==> src/rtl/spur_pkg.sv <==
package spur_pkg;
  localparam int ACC_W  = 16;
  localparam int LUT_AW = 6;
  localparam int SIN_W  = 10;
  localparam int AMP_W  = 8;
  localparam int OUT_W  = 10;
  localparam int N_CH   = 2;

  // rounded sine sample, full-scale 2^(w-1)-1, n entries per cycle
  function automatic int sine_q(int k, int n, int w);
    real pk;
    real x;
    pk = 2.0 * 3.14159265358979323846 * real'(k) / real'(n);
    x  = $sin(pk) * real'((1 << (w - 1)) - 1);
    return (x >= 0.0) ? $rtoi(x + 0.5) : -$rtoi(-x + 0.5);
  endfunction
endpackage

==> src/rtl/spur_cfg_bank.sv <==
module spur_cfg_bank #(
  parameter int ACC_W = spur_pkg::ACC_W,
  parameter int AMP_W = spur_pkg::AMP_W
) (
  input  logic             clk_i,
  input  logic             rst_ni,
  input  logic             we_i,
  input  logic             en_i,
  input  logic [ACC_W-1:0] ftw_i,
  input  logic [ACC_W-1:0] phase_i,
  input  logic [AMP_W-1:0] amp_i,
  input  logic             update_i,
  output logic             en_o,
  output logic [ACC_W-1:0] ftw_o,
  output logic [ACC_W-1:0] phase_o,
  output logic [AMP_W-1:0] amp_o
);
  logic             sh_en;
  logic [ACC_W-1:0] sh_ftw, sh_ph;
  logic [AMP_W-1:0] sh_amp;

  always_ff @(posedge clk_i or negedge rst_ni) begin
    if (!rst_ni) begin
      sh_en  <= 1'b0;
      sh_ftw <= '0;
      sh_ph  <= '0;
      sh_amp <= '0;
    end else if (we_i) begin
      sh_en  <= en_i;
      sh_ftw <= ftw_i;
      sh_ph  <= phase_i;
      sh_amp <= amp_i;
    end
  end

  always_ff @(posedge clk_i or negedge rst_ni) begin
    if (!rst_ni) begin
      en_o    <= 1'b0;
      ftw_o   <= '0;
      phase_o <= '0;
      amp_o   <= '0;
    end else if (update_i) begin
      en_o    <= sh_en;
      ftw_o   <= sh_ftw;
      phase_o <= sh_ph;
      amp_o   <= sh_amp;
    end
  end

  // running bank moves only on the strobe, and then as a whole
  a_r7_hold_active: assert property (@(posedge clk_i) disable iff (!rst_ni)
    !update_i |=> $stable({en_o, ftw_o, phase_o, amp_o}));
  a_r7_load_all: assert property (@(posedge clk_i) disable iff (!rst_ni)
    update_i |=> {en_o, ftw_o, phase_o, amp_o} == $past({sh_en, sh_ftw, sh_ph, sh_amp}));
endmodule

==> src/rtl/spur_tone_chan.sv <==
module spur_tone_chan #(
  parameter int ACC_W  = spur_pkg::ACC_W,
  parameter int LUT_AW = spur_pkg::LUT_AW,
  parameter int SIN_W  = spur_pkg::SIN_W,
  parameter int AMP_W  = spur_pkg::AMP_W
) (
  input  logic                    clk_i,
  input  logic                    rst_ni,
  input  logic                    en_i,
  input  logic [ACC_W-1:0]        ftw_i,
  input  logic [ACC_W-1:0]        phase_i,
  input  logic [AMP_W-1:0]        amp_i,
  output logic signed [SIN_W-1:0] tone_o
);
  localparam int LUT_N  = 1 << LUT_AW;
  localparam int PROD_W = SIN_W + AMP_W + 1;
  localparam logic [ACC_W-1:0] HALF = {1'b1, {(ACC_W-1){1'b0}}};

  logic signed [SIN_W-1:0] lut [LUT_N];
  for (genvar k = 0; k < LUT_N; k++) begin : g_lut
    localparam int SV = spur_pkg::sine_q(k, LUT_N, SIN_W);
    assign lut[k] = SIN_W'(SV);
  end

  logic [ACC_W-1:0]         acc_q, ph_sum;
  logic [LUT_AW-1:0]        addr;
  logic signed [SIN_W-1:0]  sin_q;
  logic signed [PROD_W-1:0] prod_full, prod_scl;

  always_comb begin
    ph_sum    = acc_q + phase_i + HALF;   // half-cycle shift = anti-phase
    addr      = ph_sum[ACC_W-1 -: LUT_AW];
    prod_full = PROD_W'(sin_q) * $signed({1'b0, amp_i});
    prod_scl  = prod_full >>> AMP_W;
  end

  always_ff @(posedge clk_i or negedge rst_ni) begin
    if (!rst_ni) begin
      acc_q  <= '0;
      sin_q  <= '0;
      tone_o <= '0;
    end else begin
      acc_q  <= acc_q + ftw_i;
      sin_q  <= lut[addr];
      tone_o <= en_i ? prod_scl[SIN_W-1:0] : '0;
    end
  end

  a_r2_acc_step: assert property (@(posedge clk_i) disable iff (!rst_ni)
    1'b1 |=> acc_q == ACC_W'($past(acc_q) + $past(ftw_i)));
  a_r5_off_silent: assert property (@(posedge clk_i) disable iff (!rst_ni)
    !en_i |=> tone_o == '0);
endmodule

==> src/rtl/spur_sum_sat.sv <==
module spur_sum_sat #(
  parameter int N_CH  = spur_pkg::N_CH,
  parameter int SIN_W = spur_pkg::SIN_W,
  parameter int OUT_W = spur_pkg::OUT_W
) (
  input  logic                    clk_i,
  input  logic                    rst_ni,
  input  logic signed [SIN_W-1:0] tone_i [N_CH],
  output logic signed [OUT_W-1:0] corr_o
);
  localparam int SUM_W = SIN_W + $clog2(N_CH) + 1;
  localparam logic signed [SUM_W-1:0] MAXV = SUM_W'((1 << (OUT_W - 1)) - 1);
  localparam logic signed [SUM_W-1:0] MINV = -SUM_W'(1 << (OUT_W - 1));

  logic signed [SUM_W-1:0] sum_w;
  logic signed [OUT_W-1:0] sat_w;

  always_comb begin
    sum_w = '0;
    for (int c = 0; c < N_CH; c++) sum_w = sum_w + SUM_W'(tone_i[c]);
    if (sum_w > MAXV)      sat_w = MAXV[OUT_W-1:0];
    else if (sum_w < MINV) sat_w = MINV[OUT_W-1:0];
    else                   sat_w = sum_w[OUT_W-1:0];
  end

  always_ff @(posedge clk_i or negedge rst_ni) begin
    if (!rst_ni) corr_o <= '0;
    else         corr_o <= sat_w;
  end

  a_r6_clip_hi: assert property (@(posedge clk_i) disable iff (!rst_ni)
    (sum_w > MAXV) |=> corr_o == MAXV[OUT_W-1:0]);
  a_r6_clip_lo: assert property (@(posedge clk_i) disable iff (!rst_ni)
    (sum_w < MINV) |=> corr_o == MINV[OUT_W-1:0]);
endmodule

==> src/rtl/spur_cancel_gen.sv <==
module spur_cancel_gen #(
  parameter int ACC_W  = spur_pkg::ACC_W,
  parameter int LUT_AW = spur_pkg::LUT_AW,
  parameter int SIN_W  = spur_pkg::SIN_W,
  parameter int AMP_W  = spur_pkg::AMP_W,
  parameter int OUT_W  = spur_pkg::OUT_W,
  parameter int N_CH   = spur_pkg::N_CH,
  localparam int CH_AW = (N_CH > 1) ? $clog2(N_CH) : 1
) (
  input  logic                    clk_i,
  input  logic                    rst_ni,
  input  logic                    cfg_we_i,
  input  logic [CH_AW-1:0]        cfg_ch_i,
  input  logic                    cfg_en_i,
  input  logic [ACC_W-1:0]        cfg_ftw_i,
  input  logic [ACC_W-1:0]        cfg_phase_i,
  input  logic [AMP_W-1:0]        cfg_amp_i,
  input  logic                    update_i,
  output logic signed [OUT_W-1:0] corr_o
);
  logic signed [SIN_W-1:0] tone [N_CH];

  for (genvar c = 0; c < N_CH; c++) begin : g_ch
    logic             act_en;
    logic [ACC_W-1:0] act_ftw, act_ph;
    logic [AMP_W-1:0] act_amp;
    logic             we_c;

    assign we_c = cfg_we_i && (cfg_ch_i == CH_AW'(c));

    spur_cfg_bank #(.ACC_W(ACC_W), .AMP_W(AMP_W)) u_cfg (
      .clk_i, .rst_ni, .we_i(we_c), .en_i(cfg_en_i), .ftw_i(cfg_ftw_i),
      .phase_i(cfg_phase_i), .amp_i(cfg_amp_i), .update_i,
      .en_o(act_en), .ftw_o(act_ftw), .phase_o(act_ph), .amp_o(act_amp));

    spur_tone_chan #(.ACC_W(ACC_W), .LUT_AW(LUT_AW), .SIN_W(SIN_W), .AMP_W(AMP_W)) u_tone (
      .clk_i, .rst_ni, .en_i(act_en), .ftw_i(act_ftw), .phase_i(act_ph),
      .amp_i(act_amp), .tone_o(tone[c]));
  end

  spur_sum_sat #(.N_CH(N_CH), .SIN_W(SIN_W), .OUT_W(OUT_W)) u_sum (
    .clk_i, .rst_ni, .tone_i(tone), .corr_o);
endmodule

==> config.mk <==
export PLATFORM = sky130hd
export DESIGN_NAME = spur_cancel_gen
export DESIGN_NICKNAME = d
export VERILOG_FILES = /design/src/rtl/spur_pkg.sv /design/src/rtl/spur_cfg_bank.sv /design/src/rtl/spur_tone_chan.sv /design/src/rtl/spur_sum_sat.sv /design/src/rtl/spur_cancel_gen.sv
export SDC_FILE = /design/constraint.sdc
export NUM_CORES = 1
export LEC_CHECK = 0
export CORE_MARGIN = 8
export CORE_UTILIZATION = 55
export DETAILED_ROUTE_END_ITERATION = 16
export HOLD_SLACK_MARGIN = 0.1
export PLACE_DENSITY = 0.75
export SYNTH_ARGS = -nofsm -noshare
export SYNTH_HDL_FRONTEND = slang
export SYNTH_SLANG_ARGS = --single-unit
==> constraint.sdc <==
create_clock -name clk_i -period 4.2 [get_ports clk_i]
set_input_delay 1.26 -clock clk_i [delete_from_list [all_inputs] [get_ports clk_i]]
set_output_delay 1.26 -clock clk_i [all_outputs]
set_load 0.005 [all_outputs]
==> tab_implementation.tex, run 1 <==
\begin{tabular}{lr}
\hline
Metric & Value \\
\hline
\multicolumn{2}{l}{\textbf{Synthesis}} \\
Synth Register Bits & 246 \\
Top cells by count, synth & sky130\_fd\_sc\_hd\_\_dfrtp\_1, sky130\_fd\_sc\_hd\_\_inv\_1, sky130\_fd\_sc\_hd\_\_ha\_1 \\
Total standard cell area after synthesis & 18600 um2 \\
Share of the yosys chip area belonging to registers & 33.0\% \\
Number of enable flip-flop cells after synthesis & 0 \\
Most common cell in the netlist & sky130\_fd\_sc\_hd\_\_dfrtp\_1 \\
Post-synth top area share & 33.0\% \\
Post-Synthesis Mean Instance Area & 10.5 um2 \\
Syn\_nets & 2125 \\
Cell taking the most area after synthesis & sky130\_fd\_sc\_hd\_\_dfrtp\_1 \\
Count of different cell masters after synthesis & 88 \\
Proportion of register bits with asynchronous set or reset after synthesis & 100\% \\
Most used DFF post-synth & sky130\_fd\_sc\_hd\_\_dfrtp\_1 \\
Top post-synthesis cells by area & sky130\_fd\_sc\_hd\_\_dfrtp\_1, sky130\_fd\_sc\_hd\_\_fa\_1, sky130\_fd\_sc\_hd\_\_ha\_1, sky130\_fd\_sc\_hd\_\_mux2\_2, sky130\_fd\_sc\_hd\_\_inv\_1 \\
Post-synthesis cell count & 1780 \\
YS warnings & 0 \\
\multicolumn{2}{l}{\textbf{CTS}} \\
Skew-Pair Late Insertion Delay & 0.55 ns \\
Clock Tree Root & sky130\_fd\_sc\_hd\_\_clkbuf\_16 \\
CTS buffer count & 26 \\
Maximum buffer depth of the clock tree & 3 \\
Clock slew at the register clock pins of the worst setup and hold paths & 0.06 ns \\
Sink count of the clock tree & 246 \\
H-tree lvl count & 1 \\
Clock tree from TritonCTS & built \\
\multicolumn{2}{l}{\textbf{Critical path}} \\
CP endpoint kind & flop \\
Startpoint type of the worst setup path & flop \\
CP Cell Sequence & buf\_6 > nand2\_4 > fa\_1 > inv\_2 > fa\_1 > inv\_2 > fa\_1 > fa\_1 > inv\_1 > ha\_1 > o21ai\_2 > o21bai\_2 > a21oi\_2 > o211a\_1 > o31ai\_2 > buf\_4 > xnor2\_2 > nor2\_1 \\
Slowest stage cell, crit path & sky130\_fd\_sc\_hd\_\_fa\_1 \\
WS Path Type & reg -> reg \\
Stage delay of the slowest cell on the critical path & 0.51 ns \\
Crit path required time & 4.60 ns \\
Maximum fanout along the worst path & 4 \\
Arrival time worst endpoint & 4.74 ns \\
Reg2Reg Setup Slack & -0.14 ns \\
Cell type group with the largest total delay on the critical path & adder cells \\
Total buffers and inverters traversed by the critical path & 5 \\
Top cell by count, worst path & sky130\_fd\_sc\_hd\_\_fa\_1 \\
\multicolumn{2}{l}{\textbf{Final layout}} \\
Post-layout instance area & 21500 um2 \\
Final \#Nets & 2242 \\
Layout cells sized above 1 & 21.2\% \\
Growth of design area from synthesis to finish & 15.1\% \\
ANT cells & 0 \\
\multicolumn{2}{l}{\textbf{Global route}} \\
Most used routing layer in global routing & met2 \\
Initial antenna violation count & 6 \\
Total GRT Usage & 20.7\% \\
Wire length of the first global-routing pass & 67500 um \\
Remaining global-route overflow & 0 \\
Number of global-route vias before repair & 13800 \\
Met2 global-route usage & 38.3\% \\
Global routing met1 resource utilization & 25.2\% \\
Met3 demand-to-capacity share in global routing & 3.22\% \\
Largest net degree at the start of global routing & 92 \\
\multicolumn{2}{l}{\textbf{Detailed routing}} \\
DRC & 0 \\
Vias per cell & 5.54 \\
Pre-Repair DR Iteration Count & 5 \\
WL/cell & 17.0 um \\
Final wirelength & 40200 um \\
Remaining number of nets flagged by the antenna check after routing & 0 \\
Via count & 13100 \\
DR iter-0 viols & 705 \\
\multicolumn{2}{l}{\textbf{Place}} \\
Gp weighted congestion & 0.904 \\
Quantity of I/O buffers inserted on ports & 55 \\
Area post-placement & 20200 um2 \\
Detailed placement HPWL & 30300 um \\
\multicolumn{2}{l}{\textbf{Timing}} \\
Fin crit share & 103\% \\
Max Clock Skew & 0.0256 ns \\
RSZ-0062 raised after global routing & yes \\
Final Hold Vio Count & 0 \\
Sum Neg Setup Slack & -0.665 ns \\
Number of setup violations in the final report & 7 \\
Max Fclk & 230 MHz \\
Actual transition at the worst max-transition pin & 1.12 ns \\
Min cycle time layout & 4.34 ns \\
Final WS setup & -0.141 ns \\
Final Max Slew Viols & 0 \\
Normalized max-slew margin & 25.1\% \\
\multicolumn{2}{l}{\textbf{Run}} \\
Maxcap violations & 0 \\
\multicolumn{2}{l}{\textbf{Floorplanning}} \\
Placement row count & 67 \\
Horizontal extent of the die & 200 um \\
Io pins & 56 \\
Die height & 200 um \\
Core box area & 33400 um2 \\
Effective utilization at floorplan & 55.7\% \\
DIE AREA & 40000 um2 \\
\multicolumn{2}{l}{\textbf{Run status}} \\
Outcome & finished with violations \\
Violated checks & negative setup slack \\
\multicolumn{2}{l}{\textbf{Min path}} \\
Worst hold path type & reg -> reg \\
\hline
\end{tabular}
-- worst reg2reg max path: cells and delay by family (launching register included) --
| kind | cells | cell delay [ns] |
|---|---|---|
| flops | 1 | 0.42 |
| buf+inv | 5 | 0.43 |
| simple gates | 2 | 0.10 |
| xor+xnor | 1 | 0.10 |
| fa+ha+maj | 5 | 2.28 |
| compound gates | 5 | 0.86 |
-- cell usage in the layout, fill, tap and decap left out, types with 11 or more instances in the layout --
master                            netlist  final
sky130_fd_sc_hd__mux2_2               162    162
sky130_fd_sc_hd__and2_1                93     92
sky130_fd_sc_hd__nor2b_1               14     13
sky130_fd_sc_hd__xor2_1                18     17
sky130_fd_sc_hd__nor2_1                64     61
sky130_fd_sc_hd__o21ai_0               53     46
sky130_fd_sc_hd__or3_1                 12     12
sky130_fd_sc_hd__fa_1                 129    125
sky130_fd_sc_hd__a31oi_1               11     11
sky130_fd_sc_hd__and3_1                13     13
sky130_fd_sc_hd__nand3_1               26     24
sky130_fd_sc_hd__nand2_1              134    124
sky130_fd_sc_hd__buf_4                  5     97
sky130_fd_sc_hd__dfrtp_1              246    239
sky130_fd_sc_hd__inv_2                  1     14
sky130_fd_sc_hd__inv_1                224    211
sky130_fd_sc_hd__a21o_1                14     14
sky130_fd_sc_hd__a211oi_1              14     13
sky130_fd_sc_hd__xnor2_1               56     55
sky130_fd_sc_hd__clkdlybuf4s50_1        0     53
sky130_fd_sc_hd__ha_1                 170    163
sky130_fd_sc_hd__a21oi_1               63     59
sky130_fd_sc_hd__clkbuf_16              0     26
sky130_fd_sc_hd__nor3_1                35     31
-- routing by layer --
metal / vias up / part of all wire (%)
met4: 12 / 2.1
met1: 6547 / 41
li1: 6233 / -
met5: - / 0.18
met2: 248 / 52
met3: 66 / 4.4
-- cell type report --
cell class,count,area [um2]
Tap cell,448,561
Fill cell,2580,12000
Inverter,226,848
Clock buffer,37,722
Clock inverter,11,143
Timing Repair Buffer,157,1370
Sequential cell,246,6160
Multi-Input combinational cell,1240,11600
-- sequential cells by signal (all words and copies together), names as in the netlist --
name                cells
g_ch.u_tone.tone_o     20
g_ch.u_cfg.en_o         2
g_ch.u_cfg.sh_amp      16
g_ch.u_cfg.sh_en        2
g_ch.u_cfg.phase_o     32
g_ch.u_cfg.sh_ftw      32
u_sum.corr_o           10
g_ch.u_tone.acc_q      32
g_ch.u_cfg.sh_ph       32
g_ch.u_cfg.amp_o       16
g_ch.u_tone.sin_q      20
g_ch.u_cfg.ftw_o       32
-- cells by family (layout without fill, tap and decap cells) --
logic type,count (synthesis),in the layout,share of synthesized area [%]
simple gates,430,430,11.6
fa+ha+maj,299,299,25.3
buf+inv,294,431,6.17
compound gates,263,263,9.80
flops,246,246,33.0
mux,171,171,10.4
xor+xnor,77,77,3.74
-- worst paths after layout --
kind / from / end / cells past startpoint
min in group asynchronous: rst_ni / g_ch[1].u_tone.sin_q[1] / 1
max in group asynchronous: rst_ni / g_ch[0].u_cfg.amp_o[3] / 2
min reg2reg: g_ch[0].u_cfg.sh_ftw[11] / g_ch[0].u_cfg.ftw_o[11] / 1
min: g_ch[0].u_cfg.sh_ftw[11] / g_ch[0].u_cfg.ftw_o[11] / 1
max reg2reg: g_ch[1].u_cfg.amp_o[0] / g_ch[1].u_tone.tone_o[8] / 18
max: g_ch[1].u_cfg.amp_o[0] / g_ch[1].u_tone.tone_o[8] / 18
-- repair_timing --
action | 4_1_cts | 5_1_grt
buffers inserted | 10 | 5
gates resized for setup | 31 | 38
pin swaps | 19 | 33
hold buffers | 0 | 0
endpoints found under the setup margin | 16 | 16
-- through the flow --
stage / hold slack (ns) / setup slack, ns / util, % / std cells
global placement: 0.468 / -0.136 / 60.5 / 2303
detailed placement: 0.484 / -0.243 / 60.5 / 2303
CTS: 0.500 / -0.201 / 63.6 / 2361
floorplan: 0.448 / 0.00104 / - / 1780
finish: 0.497 / -0.141 / 64.1 / 2365
global route: 0.511 / -0.327 / 64.1 / 2365
Power of run 1 is left out: the tool's default activity adds up to more than one toggle a clock period on the data nets, which glitch-free logic cannot reach.
==> run 2: changes to the inputs <==
--- a/config.mk
+++ b/config.mk
@@ -10,6 +10,7 @@
 export DETAILED_ROUTE_END_ITERATION = 16
 export HOLD_SLACK_MARGIN = 0.1
 export PLACE_DENSITY = 0.75
+export SETUP_SLACK_MARGIN = 0.05
 export SYNTH_ARGS = -nofsm -noshare
 export SYNTH_HDL_FRONTEND = slang
 export SYNTH_SLANG_ARGS = --single-unit
==> tab_implementation.tex, run 2 (same netlist as run 1, synthesis figures left out) <==
\begin{tabular}{lr}
\hline
Metric & Value \\
\hline
\multicolumn{2}{l}{\textbf{Place}} \\
Gp weighted congestion & 0.871 \\
Quantity of I/O buffers inserted on ports & 55 \\
Detailed placement HPWL & 30400 um \\
\multicolumn{2}{l}{\textbf{Critical path}} \\
Startpoint type of the worst setup path & flop \\
Maximum fanout along the worst path & 5 \\
End of the worst register-to-register path & g\_ch[0].u\_tone.tone\_o[9] \\
CP endpoint kind & flop \\
CP startpoint & g\_ch[0].u\_cfg.amp\_o[2] \\
Crit path required time & 4.63 ns \\
Arrival time worst endpoint & 4.77 ns \\
Worst-case reg-to-reg path depth & 17 \\
Reg2Reg Setup Slack & -0.14 ns \\
WS Path Type & reg -> reg \\
Worst reg2reg path startpoint & g\_ch[0].u\_cfg.amp\_o[2] \\
\multicolumn{2}{l}{\textbf{Final layout}} \\
Layout cells sized above 1 & 22.0\% \\
Growth of design area from synthesis to finish & 15.4\% \\
Final \#Nets & 2238 \\
ANT cells & 0 \\
Commonest non-fill, non-tap cells in the layout & sky130\_fd\_sc\_hd\_\_dfrtp\_1, sky130\_fd\_sc\_hd\_\_inv\_1, sky130\_fd\_sc\_hd\_\_ha\_1 \\
Most common library cell in the layout ignoring fill and taps & sky130\_fd\_sc\_hd\_\_dfrtp\_1 \\
\multicolumn{2}{l}{\textbf{CTS}} \\
Cts hold-fix bufs & 0 \\
Maximum buffer depth of the clock tree & 3 \\
H-tree lvl count & 1 \\
Clock Tree Root & sky130\_fd\_sc\_hd\_\_clkbuf\_16 \\
Sink count of the clock tree & 246 \\
Clock slew at the register clock pins of the worst setup and hold paths & 0.06 ns \\
Skew-Pair Late Insertion Delay & 0.55 ns \\
CTS buffer count & 27 \\
Clock tree from TritonCTS & built \\
\multicolumn{2}{l}{\textbf{Detailed routing}} \\
Remaining number of nets flagged by the antenna check after routing & 0 \\
Via count & 13000 \\
WL/cell & 17.1 um \\
Pre-Repair DR Iteration Count & 5 \\
Vias per cell & 5.50 \\
DRC & 0 \\
DR iter-0 viols & 595 \\
Final wirelength & 40300 um \\
\multicolumn{2}{l}{\textbf{Global route}} \\
Number of global-route vias before repair & 13900 \\
Total GRT Usage & 20.7\% \\
Largest net degree at the start of global routing & 111 \\
Initial antenna violation count & 5 \\
Remaining global-route overflow & 0 \\
Wire length of the first global-routing pass & 68000 um \\
\multicolumn{2}{l}{\textbf{Min path}} \\
Min-Delay Path Depth & 1 \\
Hold Startpoint & g\_ch[1].u\_cfg.sh\_ph[14] \\
Hold Path End & g\_ch[1].u\_cfg.phase\_o[14] \\
Worst hold path type & reg -> reg \\
\multicolumn{2}{l}{\textbf{Timing}} \\
Max Clock Skew & 0.0146 ns \\
Min cycle time layout & 4.34 ns \\
Actual transition at the worst max-transition pin & 1.15 ns \\
Max Fclk & 230 MHz \\
Tightest hold margin & 0.497 ns \\
Final Hold Vio Count & 0 \\
Final WS setup & -0.144 ns \\
Final Max Slew Viols & 0 \\
Normalized max-slew margin & 23.5\% \\
RSZ-0062 raised after global routing & yes \\
Fin crit share & 103\% \\
Number of setup violations in the final report & 7 \\
\multicolumn{2}{l}{\textbf{Run status}} \\
Violated checks & negative setup slack \\
Outcome & finished with violations \\
\multicolumn{2}{l}{\textbf{Floorplanning}} \\
Die height & 200 um \\
Placement row count & 67 \\
Core box area & 33400 um2 \\
DIE AREA & 40000 um2 \\
Effective utilization at floorplan & 55.7\% \\
Horizontal extent of the die & 200 um \\
Io pins & 56 \\
\multicolumn{2}{l}{\textbf{Run}} \\
Maxcap violations & 0 \\
\hline
\end{tabular}
-- run 2: cell count changes in the layout (fill, tap and decap cells not counted), sizes merged --
cell,before,now
buf,104,99
bufinv,2,3
clkbuf,37,32
clkinv,6,8
clkinvlp,2,3
inv,227,228
-- run 2: worst max path at each step --
stage          cells after the start                       end  slack [ns]
3_5_place_dp                      18  g_ch[0].u_tone.tone_o[9]       -0.23
6_report                          17  g_ch[0].u_tone.tone_o[9]       -0.14
5_1_grt                           17  g_ch[0].u_tone.tone_o[9]       -0.36
3_3_place_gp                      18  g_ch[0].u_tone.tone_o[9]       -0.09
4_1_cts                           17  g_ch[0].u_tone.tone_o[9]       -0.15
2_1_floorplan                     17  g_ch[0].u_tone.tone_o[9]        0.05
-- run 2: area by class of cell --
type                    instances  area [um2]
repair buffers                152        1340
clock buffers                  32         714
multi-input cells            1240       11700
flip-flops and latches        246        6180
well taps                     448         561
clock inverters                16         191
inverters                     226         848
fillers                      2551       11900
-- run 2: repair_timing --
action                     4_1_cts  5_1_grt
resized for setup               35       39
pin swaps                       13       26
setup endpoints to repair       15       17
setup buffers                   10        9
cloned                           0        0
-- run 2: critical path, cell delays in order (launching register included) --
cell and delay [ns]:
sky130_fd_sc_hd__dfrtp_2 0.45, sky130_fd_sc_hd__buf_6 0.13, sky130_fd_sc_hd__and2_4 0.15, sky130_fd_sc_hd__fa_1 0.50, sky130_fd_sc_hd__inv_2 0.07, sky130_fd_sc_hd__fa_1 0.49
sky130_fd_sc_hd__inv_1 0.07, sky130_fd_sc_hd__fa_1 0.50, sky130_fd_sc_hd__inv_1 0.06, sky130_fd_sc_hd__fa_1 0.53, sky130_fd_sc_hd__inv_1 0.06, sky130_fd_sc_hd__ha_4 0.21
sky130_fd_sc_hd__or2_2 0.30, sky130_fd_sc_hd__a21oi_2 0.17, sky130_fd_sc_hd__o31a_1 0.18, sky130_fd_sc_hd__o21bai_1 0.10, sky130_fd_sc_hd__xnor2_1 0.19, sky130_fd_sc_hd__nor2b_1 0.06
-- run 2: metrics by stage --
| step | std cells | cell area [um2] | setup TNS [ns] | util (%) | worst slack [ns] |
|---|---|---|---|---|---|
| 6_report | 2360 | 21500 | -0.473 | 64.3 | -0.144 |
| 3_3_place_gp | 2295 | 20200 | -0.177 | 60.5 | -0.0946 |
| 2_1_floorplan | 1780 | 18800 | 0 | - | 0.0515 |
| 3_5_place_dp | 2295 | 20200 | -1.38 | 60.5 | -0.228 |
| 4_1_cts | 2353 | 21300 | -0.787 | 63.7 | -0.151 |
| 5_1_grt | 2360 | 21500 | -3.10 | 64.3 | -0.363 |
-- run 2: routing by layer --
metal	up-vias	part of all wire, %	global-route usage [%]
li1	6231	-	-
met1	6434	41	24.9
met2	224	52	37.9
met3	74	4.3	3.35
met4	10	2.5	6.02
met5	-	0.16	0
Power of run 2 is left out for the same reason.
